===== src/rtl/slumber_ctl.sv =====
module slumber_ctl #(
  parameter int CNT_W = 8
) (
  input  logic             clk,
  input  logic             rst_n,
  input  logic             sleep_req,
  input  logic [1:0]       sleep_mode,
  input  logic             slow_tick,
  input  logic             ext_rst_wake,
  input  logic             wdt_rst_wake,
  input  logic             bod_rst_wake,
  input  logic             addr_match_irq,
  input  logic             ext_level_irq,
  input  logic             tmr_async,
  input  logic             tmr_ovf_evt,
  input  logic             tmr_cmp_evt,
  input  logic             tmr_ovf_ie,
  input  logic             tmr_cmp_ie,
  input  logic             gie,
  input  logic [CNT_W-1:0] startup_cnt,
  output logic             core_clk_en,
  output logic             starting,
  output logic             reset_req,
  output logic             wake_irq,
  output logic             tmr_undef
);

  typedef enum logic [2:0] {S_RUN, S_IDLE, S_DOWN, S_SAVE, S_START} st_t;

  st_t              st;
  logic [CNT_W-1:0] cnt;
  logic             cause_rst;
  logic             lvl_s1, lvl_s2;

  logic rst_src, tmr_hit, lvl_ok, pend, deep_wake, idle_wake;

  assign rst_src   = ext_rst_wake | wdt_rst_wake | bod_rst_wake;
  assign tmr_hit   = tmr_async & gie &
                     ((tmr_ovf_evt & tmr_ovf_ie) | (tmr_cmp_evt & tmr_cmp_ie));
  assign lvl_ok    = lvl_s1 & lvl_s2;
  assign pend      = rst_src | addr_match_irq | lvl_ok | tmr_hit;
  assign deep_wake = rst_src | addr_match_irq | lvl_ok | ((st == S_SAVE) & tmr_hit);
  assign idle_wake = rst_src | addr_match_irq | ext_level_irq | tmr_hit;

  assign core_clk_en = (st == S_RUN) | (st == S_IDLE);
  assign starting    = (st == S_START);

  always_ff @(posedge clk or negedge rst_n) begin
    if (!rst_n) begin
      st        <= S_RUN;
      cnt       <= '0;
      cause_rst <= 1'b0;
      lvl_s1    <= 1'b0;
      lvl_s2    <= 1'b0;
      reset_req <= 1'b0;
      wake_irq  <= 1'b0;
      tmr_undef <= 1'b0;
    end else begin
      reset_req <= 1'b0;
      wake_irq  <= 1'b0;
      if (slow_tick) begin
        lvl_s1 <= ext_level_irq;
        lvl_s2 <= lvl_s1;
      end
      case (st)
        S_RUN: begin
          if (sleep_req && !pend) begin
            tmr_undef <= (sleep_mode == 2'b11) & ~tmr_async;
            if (!sleep_mode[1])     st <= S_IDLE;
            else if (sleep_mode[0]) st <= S_SAVE;
            else                    st <= S_DOWN;
          end
        end
        S_IDLE: begin
          if (idle_wake) begin
            st        <= S_RUN;
            reset_req <= rst_src;
            wake_irq  <= ~rst_src;
          end
        end
        S_DOWN, S_SAVE: begin
          if (deep_wake) begin
            st        <= S_START;
            cnt       <= startup_cnt;
            cause_rst <= rst_src;
          end
        end
        S_START: begin
          if (slow_tick) begin
            if (cnt == '0) begin
              st        <= S_RUN;
              reset_req <= cause_rst;
              wake_irq  <= ~cause_rst;
            end else begin
              cnt <= cnt - 1'b1;
            end
          end
        end
        default: st <= S_RUN;
      endcase
    end
  end


  deep_entry_chk: assert property (@(posedge clk) disable iff (!rst_n)
    (core_clk_en && !starting && sleep_req && sleep_mode[1] && !pend && st == S_RUN)
      |=> !core_clk_en);


  pend_block_chk: assert property (@(posedge clk) disable iff (!rst_n)
    (st == S_RUN && sleep_req && pend) |=> (st == S_RUN));


  start_hold_chk: assert property (@(posedge clk) disable iff (!rst_n)
    (starting && !slow_tick) |=> starting);


  pulse_excl_chk: assert property (@(posedge clk) disable iff (!rst_n)
    !(reset_req && wake_irq));


  pulse_clk_chk: assert property (@(posedge clk) disable iff (!rst_n)
    (reset_req || wake_irq) |-> core_clk_en);


  down_tmr_chk: assert property (@(posedge clk) disable iff (!rst_n)
    (st == S_DOWN && !rst_src && !addr_match_irq && !lvl_ok) |=> (st == S_DOWN));

endmodule


===== config.mk =====
export PLATFORM = sky130hd
export DESIGN_NAME = slumber_ctl
export DESIGN_NICKNAME = d
export VERILOG_FILES = /design/src/rtl/slumber_ctl.sv
export SDC_FILE = /design/constraint.sdc
export NUM_CORES = 1
export LEC_CHECK = 0
export ABC_AREA = 1
export BUFFER_PORTS_ARGS = -buffer_cell sky130_fd_sc_hd__buf_2
export CORE_MARGIN = 2
export CORE_UTILIZATION = 55
export DETAILED_ROUTE_END_ITERATION = 10
export MAX_ROUTING_LAYER = met4
export PLACE_DENSITY = 0.83
export SYNTH_ARGS = -nofsm -noshare
export SYNTH_HDL_FRONTEND = slang
export SYNTH_SLANG_ARGS = --single-unit

===== constraint.sdc =====
create_clock -name clk -period 4.8 [get_ports clk]
set_clock_uncertainty 0.05 [all_clocks]
set_input_delay 0.48 -clock clk [delete_from_list [all_inputs] [get_ports clk]]
set_output_delay 0.48 -clock clk [all_outputs]
set_load 0.02 [all_outputs]

=== Yosys cells after proc, flatten, opt, wreduce, memory -nomap -nowiden ===
Index checks and enable logic that the tools add are counted.

* Bits in registers: 17
* Bits of input ports: 25
* Output and inout port bits: 5
* Word-level logic and storage cells: 70

* $add $sub $neg: 1
* Eq/ne operators: 11
* Multiplexer cells: 20
* Bitwise logic cells: 20
* Reductions and logical operators: 10

{| class="wikitable"
|+ Operators by type and width
! cell !! count
|-
| 2-to-1 mux 8 bit || 3
|-
| one-hot mux 8 bit (2 select lines) || 1
|-
| 2-to-1 mux 3 bit || 5
|-
| one-hot mux 3 bit (4 select lines) || 1
|-
| bitwise OR 1 bit || 10
|-
| logical NOT 8 bit || 1
|-
| inequality test 2 bit (second input constant) || 4
|-
| subtractor 8 x 1 -> 8 bit (second input constant) || 1
|-
| AND 1 bit || 7
|-
| 2-to-1 mux 1 bit || 7
|-
| == test 3 x 2 -> 1 bit (second input constant) || 2
|-
| AND reduction 5 bit || 1
|-
| inequality test 2 x 1 -> 1 bit (second input constant) || 2
|-
| one-hot mux 1 bit (2 select lines) || 2
|-
| AND reduction 2 bit || 2
|-
| AND reduction 4 bit || 1
|-
| == test 3 x 1 -> 1 bit (second input constant) || 1
|-
| == test 3 bit (second input constant) || 1
|-
| logical NOT 3 bit || 1
|-
| NOT 1 bit || 3
|-
| == test 2 bit (second input constant) || 1
|-
| 2-to-1 mux 2 bit || 1
|-
| nonzero test 2 bit || 1
|-
| OR reduction 2 bit || 1
|-
| other kinds (2) || 2
|}

=== Logic depth before layout (Yosys ltp) ===
* Depth in word-level cells: 9
* Mapped depth: 11
* Gate-level depth less buffers: 11

=== Worst setup path after synthesis ===
OpenSTA, ideal clock, no wires.

* Kind: register to register
* From: register cnt[0]
* To: register cnt[7]
* Setup time: 0.122 ns
* Data arrival time: 1.380 ns
* Data required time: 4.628 ns
* Slack: 3.249 ns
* Cell stages (with the launch flop): 12
* Path buffers: 0
* Period minus slack after synthesis: 1.551 ns
* Cell sequence: dfrtp_1 -> inv_1 -> ha_1 -> inv_1 -> nor2_1 -> nand2_2 -> o21ai_2 -> nand2_2 -> nand3_4 -> inv_4 -> nand2_1 -> o21ai_1

* Word-level cells in the longest chain between the ends: 4
* Elaborated cells on any way between the ends: 7
* Classes of those cells: 1 x add/sub; 1 x eq/ne; 3 x mux; 2 x reduce/logical

{| class="wikitable"
|+ Ends and longest elaborated chain
! what !! RTL line !! text
|-
| start: declaration || 31 || <nowiki>logic [CNT_W-1:0] cnt;</nowiki>
|-
| start signal: assignment || 84 || <nowiki>cnt <= startup_cnt;</nowiki>
|-
| start signal: assignment || 95 || <nowiki>cnt <= cnt - 1'b1;</nowiki>
|-
| subtractor 8 x 1 -> 8 bit || 95 ||
|-
| 2-to-1 mux 8 bit || 90 || <nowiki>if (cnt == '0) begin</nowiki>
|-
| 2-to-1 mux 8 bit || 89 || <nowiki>if (slow_tick) begin</nowiki>
|-
| one-hot mux 8 bit (2 select lines) || 65 || <nowiki>case (st)</nowiki>
|}

Parallel ways exist; a longest one is shown, timed or not. The select of a mux whose other input is x is not followed.
A chain may end at the register's enable or synchronous reset.

=== Worst setup path in the final report ===
* From: register st[1]
* To: output port starting

* Word-level cells in the longest chain between the ends: 1

{| class="wikitable"
|+ Ends and longest elaborated chain
! what !! RTL line !! text
|-
| start: declaration || 30 || <nowiki>st_t st;</nowiki>
|-
| start signal: assignment || 50 || <nowiki>st <= S_RUN;</nowiki>
|-
| start signal: assignment || 69 || <nowiki>if (!sleep_mode[1]) st <= S_IDLE;</nowiki>
|-
| start signal: assignment || 70 || <nowiki>else if (sleep_mode[0]) st <= S_SAVE;</nowiki>
|-
| == test 3 bit || 46 || <nowiki>assign starting = (st == S_START);</nowiki>
|-
| end: declaration || 22 || <nowiki>output logic starting,</nowiki>
|}

Every way passes these cells.

==> flow_summary_export.csv <==
group,metric,value,unit
run_status,status,"complete, no violations",
yosys,synth_ff_type,"dfrtp_1",
routing,via_per_inst,5.00,
sta,tightest_slew,0.512,ns
yosys,synth.distinct_cells,23,
sta,rsz0062_at_grt,"false",
routing,wire_per_inst,9.91,um
worst_setup_path,critPathLaunchType,"flip-flop",
placed_design,gp_congestion,0.873,
pwr,power.total,698,uW
sta,finalSetupTns,0,ns
layout,final_common_cell,"nand2_1",
floorplan,die_h,49.0,um
routing,remaining_drc_errors,0,
clocking,clkSlewWorstSetupHoldPaths,0.11,ns
sta,fin_hold_ws,0.0295,ns
sta,slew_violations,0,
routing,wl,2230,um
clocking,cts_num_sinks,17,
clocking,cts_tree,"built",
worst_setup_path,end_kind,"output pin",
clocking,cts-root-buf,"clkbuf_4",
clocking,insertion_delay,0.29,ns
sta,period_share,41.8,%
floorplan,dieArea,0.00240,mm2
global_route,grt_max_degree,18,
min_path,holdCritPathClass,"in2async",
layout,finalNetCount,225,
yosys,async_flop_share,100,%
clocking,cts_buffers,3,
placed_design,io_buffers,29,
worst_setup_path,crit_buf_inv,1,
floorplan,initial_core_util,57.4,%
yosys,netlist_instances,166,
clocking,htreeDepth,1,
global_route,grt_overflow,0,
routing,dr.first_iter.drc_count,16,
worst_setup_path,crit_arrival,1.47,ns
worst_setup_path,crit_required,4.27,ns
flow_run,drv_cap,0,
yosys,synthesis.area,0.00111,mm2
yosys,syn-num-nets,192,
worst_setup_path,cpPeakStageDelay,0.47,ns
layout,synthToLayoutAreaGrowth,17.7,%
floorplan,die_w,49.0,um
yosys,ys_ff_latch,17,
worst_setup_path,r2r_setup_slack,3.05,ns
worst_setup_path,worst-path-max-fanout,14,
layout,diodes,0,
clocking,ctsResizeCount,0,
global_route,grt_pass1_wl,4200,um
sta,fmax,0.499,GHz
floorplan,rows,16,
pwr,ir_worst_vdd,0.000246,V
sta,finalHoldViolations,0,
worst_setup_path,path_cells,"nor3_4 > buf_2",
worst_setup_path,path_class,"reg2out",
global_route,grtUsageTotal,22.6,%
sta,layout_min_cycle_time,2.00,ns
layout,layout-drive-gt1-share,22.2,%
routing,num_vias,1125,
routing,drtAntennaViolNets,0,
layout,most-common-layout-cells,"nand2_1 (63), buf_2 (29), inv_1 (24)",
routing,drt-pass1-iter-count,4,
layout,fillCellCount,187,
placed_design,hpwl,1810,um
floorplan,boundaryPins,30,
sta,slew_headroom,65.8,%
yosys,yosys_warnings,0,
yosys,synth_edf_count,0,
sta,finalSetupViolCount,0,
clocking,postCtsSetupBuffers,0,
clocking,clk_path_buf_depth,2,
pwr,power_leakage,0.000768,uW
yosys,ys_seq_area_share,38.2,%
pwr,power_density,532,mW/mm2
worst_setup_path,slowest_stage,"nor3_4",
global_route,grt_pass1_vias,1085,
worst_setup_path,critPathTopFamily,"simple AND/OR/NAND/NOR gates",
yosys,avgSynthCellArea,6.72,um2
floorplan,coreArea,0.00194,mm2
global_route,antenna_found_initial,0,
clocking,cts_hold_buf,0,
where the power goes:
part	total (uW)	internal, uW	leakage (uW)	switching [uW]
registers	255	202	0.000215	53.6
clock network	79.6	31.6	0.0000139	48.0
logic	363	126	0.000539	238
total	698	359	0.000768	339
path summary, 6_finish.rpt:
kind                          startpoint  endpoint  depth (start not counted)
setup / recovery                   st[1]  starting                          2
hold / removal                     rst_n    cnt[2]                          1
setup reg to reg                  cnt[0]    cnt[3]                         11
hold reg to reg                   lvl_s2    lvl_s2                          2
max in group asynchronous          rst_n     st[1]                          1
min in group clk           ext_level_irq    lvl_s1                          3
logic make-up after synthesis:
logic type	share of synthesized area, %
AND/OR/NAND/NOR	39.4
flip-flops	38.2
buffers and inverters	9.99
AO/OA/AOI/OAI	11.3
adder cells (fa/ha/maj)	1.12
per-layer routing:
metal | global-route usage, % | routed length, um
met2 | 39.5 | 1130
met5 | - | 0
met1 | 26.1 | 986
met4 | 11.0 | 27
met3 | 2.15 | 86
Yosys cell counts, types with 3 or more instances:
| master | number | area (um2) |
|---|---|---|
| nand2_1 | 63 | 236 |
| inv_1 | 24 | 90.1 |
| dfrtp_1 | 17 | 425 |
| nor2_1 | 12 | 45.0 |
| nand3_1 | 11 | 55.1 |
| o21ai_0 | 11 | 55.1 |
| o21ai_1 | 4 | 20.0 |
| nor2_2 | 3 | 18.8 |
| nor3_1 | 3 | 15.0 |
state kept, by name (all words and copies together), names as in the netlist:
name,flops
wake_irq,1
st,3
lvl_s1,1
reset_req,1
cause_rst,1
lvl_s2,1
cnt,8
tmr_undef,1
final cells by class:
| type | count | area (um2) | share of cell area (%) |
|---|---|---|---|
| Clock buffer | 3 | 22.5 | 1.72 |
| Clock inverter | 1 | 7.51 | 0.572 |
| Inverter | 26 | 100 | 7.63 |
| Multi-Input combinational cell | 122 | 578 | 44.0 |
| Sequential cell | 17 | 425 | 32.4 |
| Tap cell | 27 | 33.8 | 2.57 |
| Timing Repair Buffer | 29 | 145 | 11.1 |
through the flow:
stage | instances | worst slack, ns | instance area [um2] | util [%]
floorplan | 166 | 3.25 | 1110 | -
global placement | 221 | 3.13 | 1280 | 66.0
detailed placement | 221 | 3.07 | 1280 | 66.0
CTS | 225 | 2.80 | 1310 | 67.6
global route | 225 | 2.71 | 1310 | 67.6
finish | 225 | 2.80 | 1310 | 67.6
(Power assumes the default switching activity.)
